<file path="src/rtl/coef_i2c_pkg.sv">
package coef_i2c_pkg;
  typedef enum logic [2:0] {
    PH_IDLE,
    PH_ADDR,
    PH_REG,
    PH_DATA,
    PH_SKIP
  } phase_t;
endpackage

</file>
<file path="src/rtl/coef_i2c_sync.sv">
module coef_i2c_sync #(
  parameter int STAGES = 2
) (
  input  logic clk,
  input  logic rst_n,
  input  logic scl_i,
  input  logic sda_i,
  output logic scl_rise_o,
  output logic scl_fall_o,
  output logic sda_lvl_o,
  output logic start_o,
  output logic stop_o
);
  localparam int W = STAGES + 1;

  logic [W-1:0] scl_sh_q, sda_sh_q;
  logic         scl_now, scl_old, sda_now, sda_old;

  always_ff @(posedge clk or negedge rst_n) begin
    if (!rst_n) begin
      scl_sh_q <= '1;
      sda_sh_q <= '1;
    end else begin
      scl_sh_q <= {scl_sh_q[W-2:0], scl_i};
      sda_sh_q <= {sda_sh_q[W-2:0], sda_i};
    end
  end

  always_comb begin
    scl_now    = scl_sh_q[STAGES-1];
    scl_old    = scl_sh_q[STAGES];
    sda_now    = sda_sh_q[STAGES-1];
    sda_old    = sda_sh_q[STAGES];
    scl_rise_o = scl_now & ~scl_old;
    scl_fall_o = ~scl_now & scl_old;
    sda_lvl_o  = sda_now;
    start_o    = scl_now & scl_old & sda_old & ~sda_now;
    stop_o     = scl_now & scl_old & ~sda_old & sda_now;
  end
endmodule

</file>
<file path="src/rtl/coef_i2c_bitcnt.sv">
module coef_i2c_bitcnt (
  input  logic       clk,
  input  logic       rst_n,
  input  logic       frame_rst_i,
  input  logic       scl_rise_i,
  input  logic       scl_fall_i,
  input  logic       sda_lvl_i,
  output logic [7:0] byte_o,
  output logic [3:0] cnt_o,
  output logic       byte_done_o,
  output logic       slot_end_o
);
  logic [3:0] cnt_q, cnt_d;
  logic [7:0] byte_q, byte_d;

  always_comb begin
    cnt_d  = cnt_q;
    byte_d = byte_q;
    if (frame_rst_i) begin
      cnt_d = 4'd0;
    end else if (scl_rise_i && cnt_q < 4'd9) begin
      cnt_d = cnt_q + 4'd1;
      if (cnt_q < 4'd8) byte_d = {byte_q[6:0], sda_lvl_i};
    end else if (scl_fall_i && cnt_q == 4'd9) begin
      cnt_d = 4'd0;
    end
    byte_done_o = scl_fall_i && (cnt_q == 4'd8) && !frame_rst_i;
    slot_end_o  = scl_fall_i && (cnt_q == 4'd9) && !frame_rst_i;
  end

  always_ff @(posedge clk or negedge rst_n) begin
    if (!rst_n) begin
      cnt_q  <= 4'd0;
      byte_q <= 8'd0;
    end else begin
      cnt_q  <= cnt_d;
      byte_q <= byte_d;
    end
  end

  assign byte_o = byte_q;
  assign cnt_o  = cnt_q;
endmodule

</file>
<file path="src/rtl/coef_i2c_ctrl.sv">
module coef_i2c_ctrl
  import coef_i2c_pkg::*;
#(
  parameter int          ADDR_W     = 8,
  parameter int          MAX_WORDS  = 4,
  parameter logic [7:0]  MODE_ADDR  = 8'hFF,
  parameter logic [4:0]  DEV_PREFIX = 5'b00110
) (
  input  logic              clk,
  input  logic              rst_n,
  input  logic [1:0]        strap_i,
  input  logic              start_i,
  input  logic              stop_i,
  input  logic              byte_done_i,
  input  logic              slot_end_i,
  input  logic [7:0]        byte_i,
  input  logic [3:0]        bit_cnt_i,
  output logic              ack_o,
  output logic              wr_en_o,
  output logic [ADDR_W-1:0] wr_addr_o,
  output logic [15:0]       wr_data_o
);
  localparam int CW = $clog2(MAX_WORDS + 1);
  localparam logic [CW-1:0] LIM_FULL = CW'(MAX_WORDS);
  localparam logic [CW-1:0] LIM_ONE  = CW'(1);

  phase_t            phase_q, phase_d;
  logic [ADDR_W-1:0] addr_q, addr_d, wa_q, wa_d;
  logic [7:0]        hi_q, hi_d;
  logic              hi_sel_q, hi_sel_d;
  logic              mode_q, mode_d;
  logic [CW-1:0]     wcnt_q, wcnt_d, limit;
  logic              ack_q, ack_d;
  logic              we_q, we_d;
  logic [15:0]       wd_q, wd_d;
  logic              addr_hit;

  always_comb begin
    limit    = mode_q ? LIM_ONE : LIM_FULL;
    addr_hit = (byte_i == {DEV_PREFIX, strap_i, 1'b0});
    phase_d  = phase_q;
    addr_d   = addr_q;
    wa_d     = wa_q;
    hi_d     = hi_q;
    hi_sel_d = hi_sel_q;
    mode_d   = mode_q;
    wcnt_d   = wcnt_q;
    ack_d    = ack_q;
    we_d     = 1'b0;
    wd_d     = wd_q;
    if (slot_end_i) ack_d = 1'b0;
    case (phase_q)
      PH_ADDR: if (byte_done_i) begin
        if (addr_hit) begin
          ack_d   = 1'b1;
          phase_d = PH_REG;
        end else begin
          phase_d = PH_SKIP;
        end
      end
      PH_REG: if (byte_done_i) begin
        ack_d    = 1'b1;
        addr_d   = ADDR_W'(byte_i);
        mode_d   = (byte_i == MODE_ADDR);
        wcnt_d   = '0;
        hi_sel_d = 1'b1;
        phase_d  = PH_DATA;
      end
      PH_DATA: if (byte_done_i && wcnt_q < limit) begin
        ack_d = 1'b1;
        if (hi_sel_q) begin
          hi_d     = byte_i;
          hi_sel_d = 1'b0;
        end else begin
          we_d     = 1'b1;
          wd_d     = {hi_q, byte_i};
          wa_d     = addr_q;
          addr_d   = addr_q + ADDR_W'(1);
          wcnt_d   = wcnt_q + CW'(1);
          hi_sel_d = 1'b1;
        end
      end
      default: ;
    endcase
    if (start_i) begin
      phase_d  = PH_ADDR;
      ack_d    = 1'b0;
      hi_sel_d = 1'b1;
    end else if (stop_i) begin
      phase_d  = PH_IDLE;
      ack_d    = 1'b0;
      hi_sel_d = 1'b1;
    end
  end

  always_ff @(posedge clk or negedge rst_n) begin
    if (!rst_n) begin
      phase_q  <= PH_IDLE;
      addr_q   <= '0;
      wa_q     <= '0;
      hi_q     <= '0;
      hi_sel_q <= 1'b1;
      mode_q   <= 1'b0;
      wcnt_q   <= '0;
      ack_q    <= 1'b0;
      we_q     <= 1'b0;
      wd_q     <= '0;
    end else begin
      phase_q  <= phase_d;
      addr_q   <= addr_d;
      wa_q     <= wa_d;
      hi_q     <= hi_d;
      hi_sel_q <= hi_sel_d;
      mode_q   <= mode_d;
      wcnt_q   <= wcnt_d;
      ack_q    <= ack_d;
      we_q     <= we_d;
      wd_q     <= wd_d;
    end
  end

  assign ack_o     = ack_q;
  assign wr_en_o   = we_q;
  assign wr_addr_o = wa_q;
  assign wr_data_o = wd_q;

  assert_ack_in_slot_R2: assert property (@(posedge clk) disable iff (!rst_n)
    ack_q |-> (bit_cnt_i == 4'd8 || bit_cnt_i == 4'd9));

  assert_stop_releases_R1: assert property (@(posedge clk) disable iff (!rst_n)
    (stop_i && !start_i) |=> (!ack_q && phase_q == PH_IDLE));

  assert_skip_silent_R3: assert property (@(posedge clk) disable iff (!rst_n)
    (phase_q == PH_SKIP) |-> (!ack_q && !we_q));

  assert_single_strobe_R5: assert property (@(posedge clk) disable iff (!rst_n)
    we_q |=> !we_q);

  assert_word_limit_R6: assert property (@(posedge clk) disable iff (!rst_n)
    we_q |-> (wcnt_q != '0 && wcnt_q <= LIM_FULL));

  assert_mode_one_word_R7: assert property (@(posedge clk) disable iff (!rst_n)
    (we_q && mode_q) |-> (wcnt_q == LIM_ONE));
endmodule

</file>
<file path="src/rtl/coef_i2c_slave.sv">
module coef_i2c_slave #(
  parameter int         ADDR_W      = 8,
  parameter int         MAX_WORDS   = 4,
  parameter logic [7:0] MODE_ADDR   = 8'hFF,
  parameter logic [4:0] DEV_PREFIX  = 5'b00110,
  parameter int         SYNC_STAGES = 2
) (
  input  logic              clk,
  input  logic              rst_n,
  input  logic              scl_i,
  input  logic              sda_i,
  input  logic [1:0]        strap_i,
  output logic              sda_pull_o,
  output logic              wr_en_o,
  output logic [ADDR_W-1:0] wr_addr_o,
  output logic [15:0]       wr_data_o
);
  logic       scl_rise, scl_fall, sda_lvl, start_det, stop_det;
  logic [7:0] rx_byte;
  logic [3:0] bit_cnt;
  logic       byte_done, slot_end;

  coef_i2c_sync #(.STAGES(SYNC_STAGES)) u_sync (
    .clk        (clk),
    .rst_n      (rst_n),
    .scl_i      (scl_i),
    .sda_i      (sda_i),
    .scl_rise_o (scl_rise),
    .scl_fall_o (scl_fall),
    .sda_lvl_o  (sda_lvl),
    .start_o    (start_det),
    .stop_o     (stop_det)
  );

  coef_i2c_bitcnt u_bitcnt (
    .clk         (clk),
    .rst_n       (rst_n),
    .frame_rst_i (start_det | stop_det),
    .scl_rise_i  (scl_rise),
    .scl_fall_i  (scl_fall),
    .sda_lvl_i   (sda_lvl),
    .byte_o      (rx_byte),
    .cnt_o       (bit_cnt),
    .byte_done_o (byte_done),
    .slot_end_o  (slot_end)
  );

  coef_i2c_ctrl #(
    .ADDR_W     (ADDR_W),
    .MAX_WORDS  (MAX_WORDS),
    .MODE_ADDR  (MODE_ADDR),
    .DEV_PREFIX (DEV_PREFIX)
  ) u_ctrl (
    .clk         (clk),
    .rst_n       (rst_n),
    .strap_i     (strap_i),
    .start_i     (start_det),
    .stop_i      (stop_det),
    .byte_done_i (byte_done),
    .slot_end_i  (slot_end),
    .byte_i      (rx_byte),
    .bit_cnt_i   (bit_cnt),
    .ack_o       (sda_pull_o),
    .wr_en_o     (wr_en_o),
    .wr_addr_o   (wr_addr_o),
    .wr_data_o   (wr_data_o)
  );
endmodule

</file>
<file path="config.mk">
export PLATFORM = sky130hd
export DESIGN_NAME = coef_i2c_slave
export DESIGN_NICKNAME = d
export VERILOG_FILES = /design/src/rtl/coef_i2c_pkg.sv /design/src/rtl/coef_i2c_sync.sv /design/src/rtl/coef_i2c_bitcnt.sv /design/src/rtl/coef_i2c_ctrl.sv /design/src/rtl/coef_i2c_slave.sv
export SDC_FILE = /design/constraint.sdc
export NUM_CORES = 1
export LEC_CHECK = 0
export BUFFER_PORTS_ARGS = -buffer_cell sky130_fd_sc_hd__clkbuf_2
export CORE_AREA = 3 3 88 73
export DETAILED_ROUTE_END_ITERATION = 10
export DIE_AREA = 0 0 91 76
export PLACE_DENSITY = 0.71
export SYNTH_ARGS = -nofsm -noshare
export SYNTH_HDL_FRONTEND = slang
export SYNTH_SLANG_ARGS = --single-unit
</file>
<file path="constraint.sdc">
create_clock -name clk -period 2.9 [get_ports clk]
set_input_delay 0.435 -clock clk [delete_from_list [all_inputs] [get_ports clk]]
set_output_delay 0.435 -clock clk [all_outputs]
set_load 0.02 [all_outputs]
</file>
==> metrics.json <==
{
  "clock_network": {
    "clk_path_buf_depth": 2,
    "tritoncts": "done",
    "clkSinkCount": 68,
    "numCtsBuffers": 9,
    "clkSlewWorstSetupHoldPaths_ps": 80,
    "clkLatencyLatePin_ps": 340,
    "cts_resized": 0,
    "root_buffer": "clkbuf_8",
    "ctsHtreeMaxLevel": 3
  },
  "global_routing": {
    "via_count_of_the_first_global_routing_pass": 1988,
    "antenna_found_initial": 0,
    "globalRoute.totalOverflow": 0,
    "grt_pass1_wl_mm": 10.1,
    "grt_max_degree": 36,
    "grt_util_all_layers_pct": 18.6
  },
  "floorplan": {
    "die_x_um": 91,
    "effective_utilization_at_floorplan_pct": 55.4,
    "design.portCount": 32,
    "coreArea_mm2": 0.00553,
    "overall_die_area_mm2": 0.00692,
    "die-height_um": 76,
    "row_count": 24
  },
  "sta": {
    "finalHoldViolCount": 0,
    "max-slew-margin-rel_pct": 51.1,
    "layout_setup_ws_ps": 810,
    "final.setup.tns_ps": 0,
    "hold_slack_ps": 167,
    "final.period_utilization_pct": 72.1,
    "clock.fmax_mhz": 478,
    "timing_max_transition_violations_final": 0,
    "unrepaired_setup_endpoints_after_global_routing": "no",
    "setup_violations": 0,
    "fin_worst_skew_ps": 10.2,
    "worst-slew-pin-transition_ps": 730,
    "post-route-min-period_ps": 2090
  },
  "synth": {
    "portion_of_synthesized_cell_area_occupied_by_the_leading_cell_type_pct": 49.9,
    "synth.area.top_cells": "dfrtp_1, mux2_2, dfstp_2, mux2_4, mux2_1",
    "ys_warn_count": 0,
    "synth_async_sr_flop_share_pct": 100,
    "postSynth.topFlopCell": "dfrtp_1",
    "synth-edff-count": 0,
    "synth_area_leader_cell": "dfrtp_1",
    "synth-seq-cells": 68,
    "syn-num-nets": 248,
    "post_synth_inst_count": 236,
    "ys_types": 50,
    "cell_area_synth_mm2": 0.00306,
    "synth_seq_area_share_pct": 55.9,
    "postSynthAreaPerCell_um2": 13.0
  },
  "route": {
    "highest_metal_layer_with_signal_wires": "met4",
    "met3_length_um": 295,
    "avgRoutedWirePerCell_um": 16.1,
    "drtPass1Iterations": 4,
    "vias": 2043,
    "initialDrtViolationCount": 101,
    "met1Wirelength_mm": 2.85,
    "via_per_inst": 5.68,
    "drt_drc_violations_left": 0,
    "dr_wl_met2_mm": 2.61,
    "detail-route-antenna-nets": 0,
    "wl_mm": 5.81
  },
  "finish": {
    "layout-area-overhead-vs-synth_pct": 16.2,
    "nFillCells": 464,
    "final_layout_size_suffix_gt1_share_pct": 35.1,
    "layout.nets": 289,
    "multiInputGateArea_mm2": 0.00128,
    "fin_cells": 360,
    "n_antenna_cell": 0,
    "ff_latch_area_mm2": 0.00171
  },
  "flow_run": {
    "cap_viol_max_count": 0
  },
  "worst_setup_path": {
    "crit_fanout": 8,
    "critical_path_required_ps": 3130,
    "setup.worst_path.class": "flip-flop to flip-flop",
    "arrival_ps": 2320,
    "rr_startpoint": "u_ctrl.wcnt_q[1]",
    "critical_path.endpoint_type": "flip-flop",
    "startpoint_type": "flip-flop",
    "startpoint": "u_ctrl.wcnt_q[1]",
    "setup.reg_to_reg.worst_slack_ps": 810
  },
  "power_and_ir_drop": {
    "vdd_ir_drop_max_v": 0.000570,
    "leakagePower_nw": 1.72,
    "power.density_cell_area_mw_per_mm2": 662
  },
  "place": {
    "place_inst": 343,
    "finalWeightedCongestion": 0.870,
    "detailedPlacementHpwl_mm": 4.03,
    "place_ws_ps": 816,
    "buffer_ports.inserted": 31
  },
  "worst_hold_path": {
    "hold_path.startpoint": "scl_i",
    "min_path_type": "primary input to flip-flop"
  },
  "status": {
    "outcome": "finished clean"
  }
}
per-stage QoR:
stage | power, W | utilization [%] | instance area [µm²]
3_3_place_gp | 0.00147 | 59.9 | 3310
6_report | 0.00236 | 64.4 | 3560
5_1_grt | 0.00249 | 64.4 | 3560
3_5_place_dp | 0.00148 | 59.9 | 3310
4_1_cts | 0.00238 | 64.4 | 3560
2_1_floorplan | 0.00136 | - | 3060
cells in the mapped netlist, drive strengths merged (3+ instances only):
cell    count
ha          6
nand2       6
mux2       42
dfrtp      61
nand4b      3
clkbuf      5
nor4        4
a22o        3
nand3       8
a21oi       7
buf         3
o31ai       7
inv         7
and2        3
o21ai       9
nand4       5
xor2        3
nor2       10
dfstp       7
where the power goes:
part / switching (W) / total [W] / internal, W
Clock: 0.000361 / 0.000893 / 0.000532
Combinational: 0.000137 / 0.000268 / 0.000131
Sequential: 0.000159 / 0.00119 / 0.00104
timing repair:
action | 4_1_cts | 5_1_grt
hold endpoints to repair | 10 | 0
hold buffers | 1 | 0
buffers inserted | 0 | 0
sequential cells by signal, summed over array words and instances (netlist names):
signal            cells
u_sync.sda_sh_q       3
u_sync.scl_sh_q       3
u_ctrl.hi_sel_q       1
u_ctrl.hi_q           8
u_bitcnt.cnt_o        4
u_ctrl.wr_data_o     16
u_ctrl.addr_q         8
u_ctrl.ack_o          1
u_ctrl.wr_en_o        1
u_ctrl.phase_q        3
u_ctrl.wr_addr_o      8
u_ctrl.mode_q         1
u_ctrl.wcnt_q         3
u_bitcnt.byte_o       8
worst max-delay path, stage by stage, from the launching register on:
cell and delay, ps:
dfrtp_1 410, or3b_4 420, a21oi_1 220, nand4_1 480, mux2_2 450
cells in the final DEF (no fill, tap or decap), types with 2 or more instances in the layout:
cell type	count
mux2_1	7
a21oi_1	7
nor3_1	2
a22o_1	3
inv_1	7
mux2_2	25
nand4b_1	3
nand2_1	6
ha_1	6
or4_1	2
and3_1	2
mux2i_1	2
nor2_1	10
or3_1	2
nand3_1	8
dfrtp_1	61
o31ai_1	7
nand2b_1	2
nor4_1	3
dfstp_2	7
o21ai_0	9
nand4_1	5
a31oi_1	2
clkbuf_2	30
mux2_4	10
bufinv_16	2
o21a_1	2
xor2_1	3
clkbuf_8	11
a2bb2oi_1	2
and2_1	3
a21o_1	2
buf_4	6
clkinvlp_4	2
path summary, 6_finish.rpt:
| path | to | cells past startpoint |
|---|---|---|
| worst max-delay path | u_ctrl.hi_q[3] | 4 |
| worst min-delay path | u_sync.scl_sh_q[0] | 1 |
| worst max register to register | u_ctrl.hi_q[3] | 4 |
| worst min register to register | u_sync.scl_sh_q[1] | 0 |
| max in group asynchronous | u_sync.scl_sh_q[2] | 3 |
| min in group asynchronous | u_bitcnt.byte_o[7] | 2 |
layout make-up:
class / count / area share, %
Multi-Input combinational cell: 153 / 35.9
Clock buffer: 11 / 4.26
Tap cell: 78 / 2.74
Inverter: 7 / 0.739
Sequential cell: 68 / 48.1
Clock inverter: 5 / 2.36
Timing Repair Buffer: 38 / 5.91
cell families (layout without fill, tap and decap cells):
group / count (synthesis) / in the layout / synth area share, %
buffers and inverters: 15 / 61 / 2.37
multiplexers: 44 / 44 / 17.3
adder cells (fa/ha/maj): 6 / 6 / 2.45
XOR/XNOR: 4 / 4 / 1.14
AND/OR/NAND/NOR: 57 / 57 / 11.4
flip-flops: 68 / 68 / 55.9
AO/OA/AOI/OAI: 42 / 42 / 9.36
routing by layer:
layer | GRT usage, % | vias up
met3 | 7.01 | 6
li1 | - | 970
met1 | 26.0 | 1014
met2 | 27.3 | 53
met5 | 0 | -
met4 | 4.97 | 0
Note: power is estimated with default switching activity, not from simulation.
